<file path="src/rtl/tmr_pkg.sv">
package tmr_pkg;

  localparam int A_CTRL   = 0;
  localparam int A_STATUS = 1;
  localparam int A_STROBE = 2;
  localparam int A_COUNT  = 3;
  localparam int A_DIV    = 4;
  localparam int A_LIMIT  = 5;

  typedef struct packed {
    logic ie;
    logic quiet;
    logic inhibit;
    logic en;
  } ctrl_t;

  localparam int CTRL_W = $bits(ctrl_t);

endpackage

</file>
<file path="src/rtl/tmr_regs.sv">
module tmr_regs
  import tmr_pkg::*;
#(
  parameter int DATA_W = 32,
  parameter int ADDR_W = 3,
  parameter int CNT_W  = 16,
  parameter int PSC_W  = 16
) (
  input  logic              clk,
  input  logic              rst,
  input  logic              wr_en,
  input  logic              rd_en,
  input  logic [ADDR_W-1:0] addr,
  input  logic [DATA_W-1:0] wdata,
  input  logic [CNT_W-1:0]  cnt,
  input  logic              flag,
  output ctrl_t             ctrl,
  output logic [PSC_W-1:0]  div_pre,
  output logic [CNT_W-1:0]  lim_pre,
  output logic              strobe,
  output logic              flag_clr,
  output logic [DATA_W-1:0] rdata
);

  logic sel_ctrl, sel_stat, sel_strb, sel_div, sel_lim;
  logic [DATA_W-1:0] rd_mux;
  logic unused_wdata;

  assign unused_wdata = ^wdata;

  assign sel_ctrl = (addr == ADDR_W'(A_CTRL));
  assign sel_stat = (addr == ADDR_W'(A_STATUS));
  assign sel_strb = (addr == ADDR_W'(A_STROBE));
  assign sel_div  = (addr == ADDR_W'(A_DIV));
  assign sel_lim  = (addr == ADDR_W'(A_LIMIT));

  assign strobe   = wr_en && sel_strb && wdata[0];
  assign flag_clr = wr_en && sel_stat && !wdata[0];

  always_ff @(posedge clk) begin
    if (rst) begin
      ctrl    <= '0;
      div_pre <= '0;
      lim_pre <= '1;
    end else if (wr_en) begin
      if (sel_ctrl) ctrl    <= ctrl_t'(wdata[CTRL_W-1:0]);
      if (sel_div)  div_pre <= wdata[PSC_W-1:0];
      if (sel_lim)  lim_pre <= wdata[CNT_W-1:0];
    end
  end

  always_comb begin
    rd_mux = '0;
    case (int'(addr))
      A_CTRL:   rd_mux = DATA_W'(ctrl);
      A_STATUS: rd_mux = DATA_W'(flag);
      A_COUNT:  rd_mux = DATA_W'(cnt);
      A_DIV:    rd_mux = DATA_W'(div_pre);
      A_LIMIT:  rd_mux = DATA_W'(lim_pre);
      default:  rd_mux = '0;
    endcase
  end

  always_ff @(posedge clk) begin
    if (rst)        rdata <= '0;
    else if (rd_en) rdata <= rd_mux;
  end

endmodule

</file>
<file path="src/rtl/tmr_prescaler.sv">
module tmr_prescaler #(
  parameter int PSC_W = 16
) (
  input  logic             clk,
  input  logic             rst,
  input  logic             en,
  input  logic             restart,
  input  logic             uev,
  input  logic [PSC_W-1:0] div_pre,
  output logic [PSC_W-1:0] div_act,
  output logic [PSC_W-1:0] psc_cnt,
  output logic             tick
);

  logic at_end;

  assign at_end = (psc_cnt == div_act);
  assign tick   = en && !restart && at_end;

  always_ff @(posedge clk) begin
    if (rst)          psc_cnt <= '0;
    else if (restart) psc_cnt <= '0;
    else if (en)      psc_cnt <= at_end ? '0 : psc_cnt + 1'b1;
  end

  always_ff @(posedge clk) begin
    if (rst)      div_act <= '0;
    else if (uev) div_act <= div_pre;
  end

endmodule

</file>
<file path="src/rtl/tmr_counter.sv">
module tmr_counter #(
  parameter int CNT_W = 16
) (
  input  logic             clk,
  input  logic             rst,
  input  logic             tick,
  input  logic             restart,
  input  logic             uev,
  input  logic [CNT_W-1:0] lim_pre,
  output logic [CNT_W-1:0] lim_act,
  output logic [CNT_W-1:0] cnt,
  output logic             ovf
);

  assign ovf = tick && (cnt == lim_act);

  always_ff @(posedge clk) begin
    if (rst)          cnt <= '0;
    else if (restart) cnt <= '0;
    else if (tick)    cnt <= ovf ? '0 : cnt + 1'b1;
  end

  always_ff @(posedge clk) begin
    if (rst)      lim_act <= '1;
    else if (uev) lim_act <= lim_pre;
  end

endmodule

</file>
<file path="src/rtl/tmr_update.sv">
module tmr_update (
  input  logic clk,
  input  logic rst,
  input  logic ovf,
  input  logic strobe,
  input  logic inhibit,
  input  logic quiet,
  input  logic ie,
  input  logic flag_clr,
  output logic uev,
  output logic restart,
  output logic flag,
  output logic irq
);

  logic flag_set;

  assign uev      = !inhibit && (ovf || strobe);
  assign restart  = strobe;
  assign flag_set = !inhibit && (ovf || (strobe && !quiet));

  always_ff @(posedge clk) begin
    if (rst)           flag <= 1'b0;
    else if (flag_set) flag <= 1'b1;
    else if (flag_clr) flag <= 1'b0;
  end

  always_ff @(posedge clk) begin
    if (rst) irq <= 1'b0;
    else     irq <= flag && ie;
  end

endmodule

</file>
<file path="src/rtl/upcnt_timer.sv">
module upcnt_timer
  import tmr_pkg::*;
#(
  parameter int DATA_W = 32,
  parameter int ADDR_W = 3,
  parameter int CNT_W  = 16,
  parameter int PSC_W  = 16
) (
  input  logic              clk,
  input  logic              rst,
  input  logic              wr_en,
  input  logic              rd_en,
  input  logic [ADDR_W-1:0] addr,
  input  logic [DATA_W-1:0] wdata,
  output logic [DATA_W-1:0] rdata,
  output logic              irq
);

  ctrl_t            ctrl;
  logic [PSC_W-1:0] div_pre, div_act, psc_cnt;
  logic [CNT_W-1:0] lim_pre, lim_act, cnt;
  logic             strobe, flag_clr, flag, tick, ovf, uev, restart;

  tmr_regs #(.DATA_W(DATA_W), .ADDR_W(ADDR_W), .CNT_W(CNT_W), .PSC_W(PSC_W)) u_regs (
    .clk(clk), .rst(rst), .wr_en(wr_en), .rd_en(rd_en), .addr(addr), .wdata(wdata),
    .cnt(cnt), .flag(flag), .ctrl(ctrl), .div_pre(div_pre), .lim_pre(lim_pre),
    .strobe(strobe), .flag_clr(flag_clr), .rdata(rdata)
  );

  tmr_prescaler #(.PSC_W(PSC_W)) u_psc (
    .clk(clk), .rst(rst), .en(ctrl.en), .restart(restart), .uev(uev),
    .div_pre(div_pre), .div_act(div_act), .psc_cnt(psc_cnt), .tick(tick)
  );

  tmr_counter #(.CNT_W(CNT_W)) u_cnt (
    .clk(clk), .rst(rst), .tick(tick), .restart(restart), .uev(uev),
    .lim_pre(lim_pre), .lim_act(lim_act), .cnt(cnt), .ovf(ovf)
  );

  tmr_update u_upd (
    .clk(clk), .rst(rst), .ovf(ovf), .strobe(strobe), .inhibit(ctrl.inhibit),
    .quiet(ctrl.quiet), .ie(ctrl.ie), .flag_clr(flag_clr), .uev(uev),
    .restart(restart), .flag(flag), .irq(irq)
  );

endmodule

</file>
<file path="config.mk">
export PLATFORM = sky130hd
export DESIGN_NAME = upcnt_timer
export DESIGN_NICKNAME = d
export VERILOG_FILES = /design/src/rtl/tmr_pkg.sv /design/src/rtl/tmr_regs.sv /design/src/rtl/tmr_prescaler.sv /design/src/rtl/tmr_counter.sv /design/src/rtl/tmr_update.sv /design/src/rtl/upcnt_timer.sv
export SDC_FILE = /design/constraint.sdc
export NUM_CORES = 1
export LEC_CHECK = 0
export BUFFER_PORTS_ARGS = -buffer_cell sky130_fd_sc_hd__buf_4
export CAP_MARGIN = 30
export CORE_ASPECT_RATIO = 0.9
export CORE_MARGIN = 2
export CORE_UTILIZATION = 31
export DETAILED_ROUTE_END_ITERATION = 8
export PLACE_DENSITY = 0.46
export SYNTH_ARGS = -nofsm -noshare
export SYNTH_HDL_FRONTEND = slang
export SYNTH_HIERARCHICAL = 1
export SYNTH_SLANG_ARGS = --single-unit
</file>
<file path="constraint.sdc">
create_clock -name clk -period 3.14 [get_ports clk]
set_input_delay 0 -clock clk [delete_from_list [all_inputs] [get_ports clk]]
set_output_delay 0 -clock clk [all_outputs]
set_load 0.005 [all_outputs]
</file>
# Word level (Yosys, flattened, before mapping)
# Cells that the tools add are included.
# word_totals
word_cells	50
out_inout_bits	33
ff_bits	134
in_bits	39
# op_classes
add_sub_neg	2
muxes	5
n_reduce_logical	23
n_eq_ne	7
# ops
operator	n
$pmux W16 S5	1
$add A16 B1 Y16 const B	2
$eq A16 B16 Y1	2
$mux W16	2
$logic_and A1 B1 Y1	11
$eq A3 B2 Y1 const B	2
$eq A3 B3 Y1 const B	2
$reduce_and A2 Y1	3
$logic_not A1 Y1	4
$eq A3 B1 Y1 const B	1
$logic_not A3 Y1	1
$logic_or A1 B1 Y1	2
$mux W1	2
$reduce_bool A2 Y1	1
$reduce_or A2 Y1	1

# Depth between registers and ports, before layout
# Gate-level depths: netlist (run 1).
# logic_depth
word_depth	10
ltp_mapped	15
mapped_depth_nobuf	11

# Cells and area by module
# Netlist (run 1), hierarchy kept.
# by_module_without_submodules
module	n_inst	area_each_um2	seq_area_each_um2	cells_per_inst
tmr_regs	1	2402.3	1041.0	266
tmr_counter	1	1465.2	640.6	156
tmr_prescaler	1	1441.4	640.6	153
tmr_update	1	92.6	40.0	11

# Worst setup path after synthesis (run 1)
# OpenSTA, ideal clock, no wires.
# synth_path
kind	register to register
start	register u_psc.psc_cnt[4]
end	register u_psc.div_act[10]
synth_period_minus_slack_ps	3218
t_arrival_ps	3090
path_buffers	3
t_required_ps	3012
path_stages_with_launch	15
path_slack_ps	-78
setup_time_ps	128
cell_sequence	dfxtp_1 xor2_1 nor4_1 nand2_1 or3_2 nor3_1 buf_2 nand2_1 nor2_1 nor2_1 nor2_1 clkbuf_1 buf_2 mux2i_1 nor2_1
# synth_via
elab_chain_len	5
# synth_rtl
element	line	source
start, declared	tmr_prescaler.sv:11	output logic [PSC_W-1:0] psc_cnt,
start signal, assigned	tmr_prescaler.sv:23	else if (en) psc_cnt <= at_end ? '0 : psc_cnt + 1'b1;
$eq A16 B16 Y1	tmr_prescaler.sv:17	assign at_end = (psc_cnt == div_act);
$logic_and A1 B1 Y1	tmr_prescaler.sv:18	assign tick = en && !restart && at_end;
via tick	upcnt_timer.sv:22	logic strobe, flag_clr, flag, tick, ovf, uev, restart;
$logic_and A1 B1 Y1	tmr_counter.sv:15	assign ovf = tick && (cnt == lim_act);
via ovf	upcnt_timer.sv:22	
$logic_or A1 B1 Y1	tmr_update.sv:18	assign uev = !inhibit && (ovf || strobe);
$logic_and A1 B1 Y1	tmr_update.sv:18	
via uev	upcnt_timer.sv:22	
end signal, assigned	tmr_prescaler.sv:28	else if (uev) div_act <= div_pre;
end, declared	tmr_prescaler.sv:10	output logic [PSC_W-1:0] div_act,
# The timed path passes the listed nets, and every way through them passes these cells.
# A chain may end at the register's enable or synchronous reset.

# Final worst setup path (run 1)
# layout_path
start	register u_psc.psc_cnt[4]
end	register u_psc.div_act[15]
# Same word-level chain as after synthesis.

==> impl_metrics.ini, run 1 <==
[die]
row_count = 45
die_w_um = 143
boundaryPins = 72
fp.dieArea_mm2 = 0.0185
core_area_mm2 = 0.0169
dieHeight_um = 129
start_util_pct = 31.9

[setup_path]
crit_path_end_kind = flip-flop
worstSetupPathType = flip-flop to flip-flop
critPathArrivalTime_ps = 3210
cp.required_ps = 3420
cp_max_fo = 16
start_kind = flip-flop
worst-r2r-setup-slack_ps = 200

[power_and_ir_drop]
p_per_area_mw_per_mm2 = 542
internal_power_mw = 2.80
p_leak_nw = 2.51
power_switching_mw = 0.783
peakVddDrop_uv = 408
p_clk_share_pct = 51.2
comb_power_share_pct = 5.8
switching_share_pct = 21.9
seqPwrFrac_pct = 43.0

[logic_synthesis]
yosysTopAreaCell = dfxtp_1
synth_edf_count = 0
synth_area_leaders = dfxtp_1, mux2i_1, xor2_1
synth_most_common_cell = dfxtp_1
synth_area_mm2 = 0.00540
yosysUniqueCellTypes = 52
ys.flop_type = dfxtp_1
ys_seq_elements = 118
async_reset_ff_share_pct = 0
synth-seq-area-share_pct = 43.7
synth_common_cells = dfxtp_1, nand2_1, nor2_1, xor2_1, mux2i_1
synth_area_per_cell_um2 = 9.22
yosys_warnings = 6
syn_inst = 586
yosys.area.top_type_share_pct = 43.7

[timing]
fmaxAchievable_mhz = 341
rsz0062_at_grt = no
finClkSkew_ps = 6.34
hold_viol = 0
slew_violations = 0
period_share_pct = 93.5
post-route-min-period_ps = 2940
slew_headroom_pct = 36.9
worst_pin_slew_ps = 944
final.setup.tns_ps = 0
setup_viol = 0

[clock_network]
clk_latency_ps = 420
root_buffer = clkbuf_16
clk_pin_slew_ps = 50
numCtsBuffers = 17
postCtsSetupBuffers = 0
cts_tree = built
cts_buffer_depth = 2
htreeDepth = 4
cts_sinks = 118

[placement]
placed_cell_area_mm2 = 0.00585
place.gp.congestion = 0.780
dp_hpwl_mm = 9.78
dp_cells = 834
port_buffers = 39

[global_routing]
grt_max_degree = 76
grt_usage_pct = 15.5
grt_pass1_vias = 4123
grt_pass1_wl_mm = 21.6
gr-total-overflow = 0
antenna_found_initial = 0

[route]
drc_errors = 0
first_iter_violations = 208
vias = 4208
drtPass1Iterations = 5
routed_wl_mm = 13.5
wl_per_cell_um = 15.3
via_per_inst = 4.76
antenna_left = 0

[layout]
final_area_mm2 = 0.00661
nets = 678
drive_gt1_share_pct = 13.9
fin_cells = 884
syn_to_final_growth_pct = 22.3
diodes = 0
fin_util_pct = 39.0

[worst_hold_path]
hold_class = primary input to flip-flop

[run_status]
status = completed

[run]
maxCapViolations = 0
sequential cells by signal (all words and copies together) (netlist names):
register,flops
u_upd/flag,1
u_regs/lim_pre,16
u_upd/irq,1
u_regs/rdata,16
u_psc/psc_cnt,16
u_cnt/lim_act,16
u_psc/div_act,16
u_regs/div_pre,16
u_regs/ctrl,4
u_cnt/cnt,16
power by group through the flow:
stage	combinational [mW]	clock [mW]	sequential, mW
after floorplan	0.140	0	1.57
after global placement	0.187	0	1.57
after detailed placement	0.190	0	1.57
after CTS	0.209	1.88	1.54
after global routing	0.229	1.94	1.54
final	0.208	1.83	1.54
timing repair:
action,4_1_cts,5_1_grt
setup endpoints to repair,0,15
gates resized for setup,0,2
hold buffers,19,0
hold endpoints to repair,37,0
per-layer routing:
layer,up-vias,wire length (um),share of wire [%],track usage (%)
li1,2087,-,-,-
met1,2012,6740,50,20.6
met2,93,5920,44,23.3
met3,16,683,5.0,4.80
met4,0,199,1.5,6.35
met5,-,0,0,0
logic make-up (layout without fill, tap and decap cells):
kind of cell / count (synthesis) / after routing / synth area share (%)
adder cells (fa/ha/maj): 2 / 2 / 0.463
XOR/XNOR: 62 / 62 / 10.1
other: 1 / 16 / 0.0694
AO/OA/AOI/OAI: 76 / 76 / 11.1
multiplexers: 37 / 37 / 6.93
flip-flops: 118 / 118 / 43.7
buffers and inverters: 54 / 102 / 6.00
AND/OR/NAND/NOR: 236 / 236 / 21.6
path summary, 6_finish.rpt:
check / startpoint / endpoint / cells after the start
max: u_psc/psc_cnt[4] / u_psc/div_act[15] / 13
min: wr_en / u_regs/ctrl[1] / 4
max reg2reg: u_psc/psc_cnt[4] / u_psc/div_act[15] / 13
min reg2reg: u_upd/flag / u_upd/irq / 2
per-stage QoR:
stage / hold slack [ps] / total power, mW / setup slack (ps)
final: 94.6 / 3.58 / 204
after floorplan: 69.4 / 1.71 / 46.7
after CTS: 70.4 / 3.63 / 208
after global routing: 102 / 3.71 / 38.6
after global placement: 236 / 1.76 / 227
after detailed placement: 238 / 1.76 / 226
worst max-delay path: stages, from the launching register on:
cell     delay (ps)
dfxtp_1         360
xor2_1          180
nor4_1          270
nand2_1         150
or3_2           500
nor3_1          200
buf_4           200
nand2_1         100
nor2_2          120
nor2_1           80
nor2_4          160
buf_12          190
mux2i_1         230
nor2_1           50
cells in the final DEF (no fill, tap or decap), types with 2 or more instances in the layout:
cell	instances
a211o_1	17
a21oi_1	18
a22o_1	12
a22oi_1	3
a32oi_1	3
and3_1	4
and4_1	3
buf_12	2
buf_4	48
clkbuf_1	6
clkbuf_16	17
clkbuf_8	5
clkinv_2	2
conb_1	16
dfxtp_1	118
dlygate4sd3_1	19
ha_1	2
inv_1	2
mux2_2	3
mux2i_1	34
nand2_1	80
nand2b_1	6
nand3_1	5
nand3b_1	16
nand4_1	11
nor2_1	67
nor2b_1	18
nor3_1	5
nor4_1	7
o21ai_0	3
o2bb2ai_1	12
xnor2_1	25
xor2_1	36
area by class of cell:
class / count / area [um2]
multi-input cells: 429 / 2800
inverters: 2 / 7.51
repair buffers: 69 / 591
clock buffers: 28 / 517
well taps: 235 / 294
clock inverters: 3 / 40.0
fillers: 1757 / 10300
flip-flops and latches: 118 / 2360
No activity file was read; power rests on OpenSTA's default activity.
==> run 2: changes to the inputs <==
CELL_PAD_IN_SITES_DETAIL_PLACEMENT = 1   (was unset)
CELL_PAD_IN_SITES_GLOBAL_PLACEMENT = 1   (was unset)
CTS_BUF_LIST = sky130_fd_sc_hd__clkbuf_2 sky130_fd_sc_hd__clkbuf_4 sky130_fd_sc_hd__clkbuf_8   (was unset)
GPL_ROUTABILITY_DRIVEN = 0   (was unset)
PLACE_DENSITY = 0.58   (was 0.46)
==> impl_metrics.ini, run 2 (synthesis results as in run 1) <==
[run_status]
status = completed

[route]
wl_per_cell_um = 16.3
vias = 4222
drtPass1Iterations = 4
routed_wl_mm = 14.5
drc_errors = 0
first_iter_violations = 229
via_per_inst = 4.74
antenna_left = 0

[run]
maxCapViolations = 0

[die]
core_area_mm2 = 0.0169
fp.dieArea_mm2 = 0.0185
row_count = 45
dieHeight_um = 129
start_util_pct = 31.9
boundaryPins = 72
die_w_um = 143

[global_routing]
gr-total-overflow = 0
grt_use_met2_pct = 25.6
use_met1_pct = 21.5
antenna_found_initial = 0
met3_usage_pct = 4.51
busiest_layer = met2
grt_pass1_wl_mm = 22.7
grt_pass1_vias = 4264
grt_usage_pct = 16.2
grt_max_degree = 76

[layout]
drive_gt1_share_pct = 15.7
final_common_cell = dfxtp_1
syn_to_final_growth_pct = 22.4
diodes = 0
final_cell_mix = dfxtp_1, nand2_1, nor2_1
fin_cells = 890
multi_input_area_mm2 = 0.00280
fill_cells = 1923
nets = 683
seqCellArea_mm2 = 0.00236

[timing]
hold_viol = 0
setup_viol = 0
fmaxAchievable_mhz = 339
slew_headroom_pct = 39.3
whs_ps = 59.7
final.setup.tns_ps = 0
finClkSkew_ps = 10.9
period_share_pct = 94.1
slew_violations = 0
worst_pin_slew_ps = 908
post-route-min-period_ps = 2950

[power_and_ir_drop]
peakVddDrop_uv = 253
power_switching_mw = 0.751
comb_power_share_pct = 6.3
p_leak_nw = 2.52
seqPwrFrac_pct = 45.1
p_per_area_mw_per_mm2 = 516
internal_power_mw = 2.66
switching_share_pct = 22.0
p_clk_share_pct = 48.6

[worst_hold_path]
hold_class = primary input to flip-flop
hold_end = u_regs/ctrl[3]
hp-start = wr_en
min_path_cells = 4

[setup_path]
reg2reg_to = u_psc/div_act[6]
critPathArrivalTime_ps = 3260
cp_max_fo = 8
worst-r2r-setup-slack_ps = 190
worstRegToRegCells = 14
r2r-start = u_psc/psc_cnt[12]
crit_path_end_kind = flip-flop
cp.required_ps = 3450
start_kind = flip-flop
worstSetupPathType = flip-flop to flip-flop

[clock_network]
htreeDepth = 4
numCtsBuffers = 17
cts_sinks = 118
cts_buffer_depth = 2
cts_tree = built
root_buffer = clkbuf_8
clk_pin_slew_ps = 70
clk_latency_ps = 450

[placement]
dp_hpwl_mm = 10.4
port_buffers = 39
dp_cells = 833
-- run 2: routing by layer --
layer | share of wire (%) | vias to the layer above
met2 | 45 | 73
met5 | 0 | -
met4 | 1.5 | 0
li1 | - | 2089
met1 | 49 | 2041
met3 | 4.3 | 19
-- run 2: how the worst max path moves through the flow --
| stage | cells past startpoint | slack [ps] | endpoint | start |
|---|---|---|---|---|
| 6_report | 14 | 190 | u_psc/div_act[6] | u_psc/psc_cnt[12] |
| 4_1_cts | 13 | 140 | u_psc/div_act[7] | u_psc/psc_cnt[12] |
| 2_1_floorplan | 14 | 50 | u_psc/div_act[10] | u_psc/psc_cnt[4] |
| 3_5_place_dp | 13 | 170 | u_psc/div_act[7] | u_psc/psc_cnt[4] |
| 3_3_place_gp | 13 | 210 | u_cnt/lim_act[8] | u_psc/psc_cnt[4] |
| 5_1_grt | 14 | -70 | u_psc/div_act[15] | u_psc/psc_cnt[5] |
-- run 2: final cells by class --
type / count / area share (%)
multi-input cells: 429 / 42.3
flip-flops and latches: 118 / 35.7
well taps: 235 / 4.45
repair buffers: 74 / 10.2
inverters: 2 / 0.114
clock inverters: 9 / 2.57
clock buffers: 23 / 4.60
-- run 2: worst max-delay path: stages (launching register included) --
cell	delay [ps]
dfxtp_1	350
xor2_1	180
nor4_1	290
nand2_1	160
or3_2	510
nor3_2	160
buf_4	180
nand2_1	90
nor2_2	120
nor2_1	80
nor2_4	120
buf_12	140
clkbuf_16	160
mux2i_1	210
nor2_1	60
-- run 2: stage by stage --
| stage | setup slack [ps] | total power [mW] | utilization (%) | cell area (um2) |
|---|---|---|---|---|
| finish | 186 | 3.41 | 39.0 | 6610 |
| CTS | 138 | 3.45 | 38.4 | 6510 |
| global route | -65.8 | 3.55 | 39.0 | 6610 |
| floorplan | 46.7 | 1.71 | - | 5460 |
| detailed placement | 167 | 1.76 | 34.5 | 5840 |
| global placement | 211 | 1.76 | 34.4 | 5830 |
-- run 2: power by group through the flow --
stage	Combinational, mW	Sequential, mW	Clock (mW)
after floorplan	0.140	1.57	0
after global placement	0.186	1.57	0
after detailed placement	0.191	1.57	0
after CTS	0.210	1.54	1.70
after global routing	0.236	1.54	1.78
final	0.214	1.54	1.66
-- run 2: what timing repair did --
item,in CTS,in global routing
endpoints found under the setup margin,0,32
setup buffers,0,4
endpoints found under the hold margin,38,0
hold buffers,19,0
resized for setup,0,3
